--- src/rtl/pb_pkg.sv ---
package pb_pkg;

    localparam int NUM_PATH = 7;
    localparam int NUM_SLOT = 9;
    localparam int SEL_W    = NUM_PATH + 1;

    typedef enum logic [3:0] {
        SL_X1, SL_M1, SL_D1, SL_X2, SL_M2, SL_D2, SL_XWB, SL_MWB, SL_DWB
    } slot_e;

    // Mask bit carried by a slot, -1 when the slot has no forwarding wire.
    function automatic int slot_path(int slot);
        case (slot)
            int'(SL_X1):  return 0;
            int'(SL_X2):  return 1;
            int'(SL_XWB): return 2;
            int'(SL_M2):  return 3;
            int'(SL_MWB): return 4;
            int'(SL_D2):  return 5;
            int'(SL_DWB): return 6;
            default:      return -1;
        endcase
    endfunction

    // Slot that drives a given mask bit.
    function automatic int path_slot(int path);
        case (path)
            0:       return int'(SL_X1);
            1:       return int'(SL_X2);
            2:       return int'(SL_XWB);
            3:       return int'(SL_M2);
            4:       return int'(SL_MWB);
            5:       return int'(SL_D2);
            default: return int'(SL_DWB);
        endcase
    endfunction

endpackage

--- src/rtl/pb_match.sv ---
module pb_match
    import pb_pkg::*;
#(
    parameter int REG_W = 5
) (
    input  logic [REG_W-1:0]               src_reg,
    input  logic                           src_used,
    input  logic [NUM_SLOT-1:0]            stg_valid,
    input  logic [NUM_SLOT-1:0][REG_W-1:0] stg_dest,
    output logic [NUM_SLOT-1:0]            hit
);

    logic live;

    assign live = src_used && (src_reg != '0);

    for (genvar s = 0; s < NUM_SLOT; s++) begin : g_cmp
        assign hit[s] = live && stg_valid[s] && (stg_dest[s] == src_reg);
    end

endmodule

--- src/rtl/pb_pick.sv ---
module pb_pick
    import pb_pkg::*;
(
    input  logic [NUM_SLOT-1:0] hit,
    input  logic [NUM_SLOT-1:0] stg_ready,
    input  logic [NUM_PATH-1:0] path_en,
    output logic [SEL_W-1:0]    sel,
    output logic                hazard
);

    logic [NUM_SLOT:0]   none_younger;
    logic [NUM_SLOT-1:0] grant;
    logic [NUM_SLOT-1:0] usable;

    assign none_younger[0] = 1'b1;

    for (genvar s = 0; s < NUM_SLOT; s++) begin : g_slot
        localparam int P = slot_path(s);
        assign none_younger[s+1] = none_younger[s] & ~hit[s];
        assign grant[s]          = hit[s] & none_younger[s];
        if (P >= 0) begin : g_wired
            assign usable[s] = path_en[P] & stg_ready[s];
            assign sel[P+1]  = grant[s] & usable[s];
        end else begin : g_unwired
            assign usable[s] = 1'b0;
        end
    end

    assign sel[0] = none_younger[NUM_SLOT];
    assign hazard = |(grant & ~usable);

endmodule

--- src/rtl/pb_bypass_ctrl.sv ---
module pb_bypass_ctrl
    import pb_pkg::*;
#(
    parameter int REG_W   = 5,
    parameter int NUM_OPS = 2
) (
    input  logic [NUM_OPS-1:0][REG_W-1:0]    op_reg,
    input  logic [NUM_OPS-1:0]               op_used,
    input  logic [NUM_OPS-1:0][NUM_PATH-1:0] op_path_en,
    input  logic [NUM_SLOT-1:0]              stg_valid,
    input  logic [NUM_SLOT-1:0][REG_W-1:0]   stg_dest,
    input  logic [NUM_SLOT-1:0]              stg_ready,
    output logic [NUM_OPS-1:0][SEL_W-1:0]    op_sel,
    output logic                             op_stall
);

    logic [NUM_OPS-1:0] op_hz;

    for (genvar o = 0; o < NUM_OPS; o++) begin : g_op
        logic [NUM_SLOT-1:0] hit;

        pb_match #(.REG_W(REG_W)) u_match (
            .src_reg   (op_reg[o]),
            .src_used  (op_used[o]),
            .stg_valid (stg_valid),
            .stg_dest  (stg_dest),
            .hit       (hit)
        );

        pb_pick u_pick (
            .hit       (hit),
            .stg_ready (stg_ready),
            .path_en   (op_path_en[o]),
            .sel       (op_sel[o]),
            .hazard    (op_hz[o])
        );
    end

    assign op_stall = |op_hz;

endmodule

--- config.mk ---
export PLATFORM = sky130hd
export DESIGN_NAME = pb_bypass_ctrl
export DESIGN_NICKNAME = d
export VERILOG_FILES = /design/src/rtl/pb_pkg.sv /design/src/rtl/pb_match.sv /design/src/rtl/pb_pick.sv /design/src/rtl/pb_bypass_ctrl.sv
export SDC_FILE = /design/constraint.sdc
export NUM_CORES = 1
export LEC_CHECK = 0
export BUFFER_PORTS_ARGS = -buffer_cell sky130_fd_sc_hd__buf_2
export CORE_MARGIN = 2
export CORE_UTILIZATION = 45
export DETAILED_ROUTE_END_ITERATION = 8
export MAX_ROUTING_LAYER = met4
export PLACE_DENSITY = 0.92
export SETUP_SLACK_MARGIN = 0.3
export SYNTH_ARGS = -nofsm -noshare
export SYNTH_HDL_FRONTEND = slang
export SYNTH_SLANG_ARGS = --single-unit
export TNS_END_PERCENT = 1
--- constraint.sdc ---
create_clock -name vclk -period 5.2
set_clock_uncertainty 0.1 [all_clocks]
set_input_delay 1.56 -clock vclk [all_inputs]
set_output_delay 1.56 -clock vclk [all_outputs]
set_load 0.005 [all_outputs]
; ---- After elaboration in Yosys (flattened, before gate mapping)
; Cells that the tools add are included.
; W data, S select, Z words.
[word_totals]
register_bits = 0
latchBits = 0
ramBits = 0
rom_bits = 0
in_bits = 89
out_inout_bits = 17
wordCells = 141
n_memories = 0
[classes]
n_addsub = 0
mul = 0
div = 0
order_cmp = 0
n_eq_ne = 18
shifts = 0
muxes = 0
bitwise_logic = 82
reduce_logical = 41
[op_table]
columns = operator, count
row1 = $eq A5 B5 Y1, 18
row2 = $and A1 B1 Y1, 60
row3 = $logic_and A1 B1 Y1, 38
row4 = $and A9 B9 Y9, 2
row5 = $not A1 Y1, 18
row6 = $not A9 Y9, 2
row7 = $reduce_or A18 Y1, 1
row8 = $reduce_bool A5 Y1, 2

; ---- Depth between registers and ports, before layout
[logic_depth]
ltp_word = 15
mapped_depth = 10
ltp_nobuf = 8

; ---- Hierarchy
; From an unflattened synthesis, not the netlist that was laid out.
[unflattened]
cells_unflattened = 223
hier_area_um2 = 1542.7
[by_module_without_submodules]
columns = mod, instances, cells_per_inst, area_per_inst_um2, seq_area_each_um2
row1 = pb_match, 2, 79, 590.6, 0.0
row2 = pb_pick, 2, 32, 177.7, 0.0
row3 = pb_bypass_ctrl, 1, 1, 6.3, 0.0

; ---- Worst setup path before layout
; No wires, ideal clock.
[synth_path]
path_kind = input -> output
from = in op_reg[6] (netlist bit)
to = out op_stall
arrival_time_ns = 3.136
required_ns = 3.540
setup_slack_ns = 0.404
stages = 9
n_path_buf = 1
cell_sequence = buf_6 -> or4_4 -> o21ai_4 -> nor3_2 -> nor2_4 -> nand3_2 -> o31ai_1 -> a22oi_1 -> nand4_1
[synth_between]
elab_chain_len = 15
[synth_rtl]
columns = element, line_no
row1 = start: declaration, pb_bypass_ctrl.sv:7  ; input logic [NUM_OPS-1:0][REG_W-1:0] op_reg,
row2 = $reduce_bool A5 Y1, pb_match.sv:15  ; assign live = src_used && (src_reg != '0);
row3 = $logic_and A1 B1 Y1, pb_match.sv:15
row4 = $logic_and A1 B1 Y1 (2 in series), pb_match.sv:18  ; assign hit[s] = live && stg_valid[s] && (stg_dest[s] == src_reg);
row5 = $not A1 Y1, pb_pick.sv:19  ; assign none_younger[s+1] = none_younger[s] & ~hit[s];
row6 = $and A1 B1 Y1 (7 in series), pb_pick.sv:19
row7 = $and A1 B1 Y1, pb_pick.sv:20  ; assign grant[s] = hit[s] & none_younger[s];
row8 = $and A9 B9 Y9 (*), pb_pick.sv:30  ; assign hazard = |(grant & ~usable);
row9 = $reduce_or A18 Y1 (*), pb_bypass_ctrl.sv:39  ; assign op_stall = |op_hz;
row10 = end: declaration, pb_bypass_ctrl.sv:14  ; output logic op_stall
; Every way passes the cells marked *; elsewhere a longest branch is shown, timed or not.

; ---- Final worst setup path
[layout_path]
from = in op_reg[5] (netlist bit)
to = out op_stall
; The elaborated chain is that of the path after synthesis.

==> impl_metrics.env <==
export IMPL_synth_nets=315
export IMPL_io_pins=106
export IMPL_yosysUniqueCellTypes=40
export IMPL_wl_per_cell_um=17.7
export IMPL_drtIter0Drc=174
export IMPL_dieArea_um2=4150
export IMPL_area_delta_synth_final_pct=69.2
export IMPL_grt_usage_pct=28.0
export IMPL_synth_compound_area_share_pct=10.4
export IMPL_rsz0062_at_grt="yes"
export IMPL_worst_setup_path_end_kind="output pin"
export IMPL_drc=0
export IMPL_synth_adder_area_share_pct=0
export IMPL_hold_depth=4
export IMPL_yosysWarnings=0
export IMPL_slowest_delay_ns=0.38
export IMPL_final_net_count=445
export IMPL_grt_ovfl_total=0
export IMPL_synth_xor_area_share_pct=48.4
export IMPL_criticalPathCategory="input port to output pin"
export IMPL_grt_pass1_vias=2140
export IMPL_drt_first_pass_iters=5
export IMPL_grt_pass1_wl_um=9180
export IMPL_synth_top_cell_area_share_pct=33.6
export IMPL_fmax_mhz=196
export IMPL_cpLargestDelayFamily="simple AND/OR/NAND/NOR gates"
export IMPL_min_period_ns=5.10
export IMPL_synth_mux_area_share_pct=0
export IMPL_synth_area_top_cells="xor2_1, xnor2_1, nor4_1"
export IMPL_die_w_um=64.4
export IMPL_relSlewSlack_pct=70.6
export IMPL_placed_cell_area_um2=2210
export IMPL_netlist_instances=226
export IMPL_finalSetupViolCount=0
export IMPL_syn_area_um2=1640
export IMPL_seqCellArea_um2=0
export IMPL_cp_max_fo=9
export IMPL_ir_drop_uv=50.8
export IMPL_fin_crit_sh_pct=98.2
export IMPL_seq_cells=0
export IMPL_antenna_cells=0
export IMPL_cp_required_ns=3.54
export IMPL_layout_drive_gt1_share_pct=53.1
export IMPL_dieHeight_um=64.4
export IMPL_ys_top_cells_by_count="xor2_1, xnor2_1, nor4_1"
export IMPL_cp_start_kind="input port"
export IMPL_arrival_ns=3.44
export IMPL_antenna_found_initial=0
export IMPL_hold_ws_ns=3.33
export IMPL_grt_start_max_net_pins=11
export IMPL_ant_nets=0
export IMPL_ys_seq_area_share_pct=0
export IMPL_core_um2=3420
export IMPL_synth_top_family_by_area="XOR/XNOR gates"
export IMPL_gp_congestion=0.892
export IMPL_avgSynthCellArea_um2=7.27
export IMPL_setup_tns_ns=0
export IMPL_post_place_ws_ns=-0.0554
export IMPL_final_cell_area_um2=2780
export IMPL_synth_simple_area_share_pct=33.1
export IMPL_maxSlewViolCount=0
export IMPL_max_cap_viol_count=0
export IMPL_port_buffers=104
export IMPL_leakage_nw=1.31
export IMPL_hp_start="stg_ready[6]"
export IMPL_critPathSlowestCell="nor3_4"
export IMPL_path_buf_inv=3
export IMPL_start_util_pct=48.1
export IMPL_status="finished clean"
export IMPL_dr_total_vias=2296
export IMPL_rows=21
export IMPL_dpl_hpwl_um=4610
export IMPL_finalHoldViolCount=0
export IMPL_final_setup_worst_slack_ns=0.0958
export IMPL_nClkBuffers=0
export IMPL_path_cells="buf_4, xor2_1, nor4_2, and3_1, nor3_4, buf_6, nand3_4, o31ai_4, a22oi_1, nand4_1, buf_2"
export IMPL_synth_top_area_cell="xor2_1"
export IMPL_drt_total_wl_um=7090
export IMPL_viasPerCell=5.74
export IMPL_tightestPinTransition_ns=0.438
export IMPL_synth_most_common_cell="xor2_1"
export IMPL_power_per_cell_area_nw_per_um2=73.3
export IMPL_min_to="op_sel[3]"
export IMPL_min_path_type="input port to output pin"
[area by class of cell]
cell class	instances	area, µm²
multi-input combinational	205	1790
fill	222	637
inverter	8	30.0
timing repair buffer	141	905
tap	46	57.6
[cells in the final DEF (no fill, tap or decap), types with 2 or more instances in the layout]
cell type	synthesis	final
and3_2	1	3
xor2_2	1	3
or4_4	1	2
nand3_1	14	11
nand3_2	1	2
buf_2	3	93
o21a_4	0	2
nor2_1	9	8
xor2_1	63	61
buf_4	5	34
xnor2_1	26	26
nor3_1	5	3
nor4_2	0	7
and3_4	0	4
or3_4	0	2
nand3_4	0	2
nand2_1	17	16
nand2_4	0	2
a21oi_1	3	2
and3_1	13	7
nor4_1	20	13
inv_1	8	7
buf_6	4	11
nor3_4	1	4
o21ai_1	1	2
nand4_1	4	4
buf_12	0	3
o31ai_4	0	2
a221oi_2	0	2
[worst max path at each step]
stage	slack, ns	end	cells past startpoint	start
after floorplan	0.40	op_stall	9	op_reg[6]
after global placement	0.05	op_stall	10	op_reg[2]
after detailed placement	-0.06	op_stall	10	op_reg[4]
after CTS	0.19	op_stall	10	op_reg[7]
after global routing	-0.01	op_stall	10	op_reg[7]
final	0.1	op_stall	11	op_reg[5]
[where the power goes]
part           total (mW)  internal, mW  leakage (nW)  switching, mW
sequential              0             0             0              0
clock                   0             0             0              0
combinational       0.204        0.0993          1.31          0.104
total               0.204        0.0993          1.31          0.104
[routing by layer]
layer  GRT usage, %  vias up  routed length [µm]
met5              -        -                   0
met4           7.71        0                 212
met3           1.22       28                 505
met2           53.9      135                3690
met1           31.3     1084                2690
li1               -     1049                   -
[through the flow]
stage	total power, mW	instances	utilization (%)
finish	0.204	400	81.4
global route	0.216	400	81.4
CTS	0.174	381	71.5
global placement	0.152	375	64.7
floorplan	0.0929	226	-
detailed placement	0.157	375	64.7
[cell families after synthesis]
group	count (synthesis)
AOI/OAI and AO/OA	20
and+or+nand+nor	95
xor gates and xnor gates	90
buffers and inverters	21
[what timing repair did]
| item | 4_1_cts | 5_1_grt |
|---|---|---|
| setup endpoints to repair | 7 | 9 |
| hold endpoints to repair | 0 | 0 |
| pin swaps | 19 | 35 |
| buffers inserted | 6 | 19 |
| resized for setup | 46 | 41 |
| hold buffers | 0 | 0 |
Note: power is estimated with default switching activity, not from simulation.
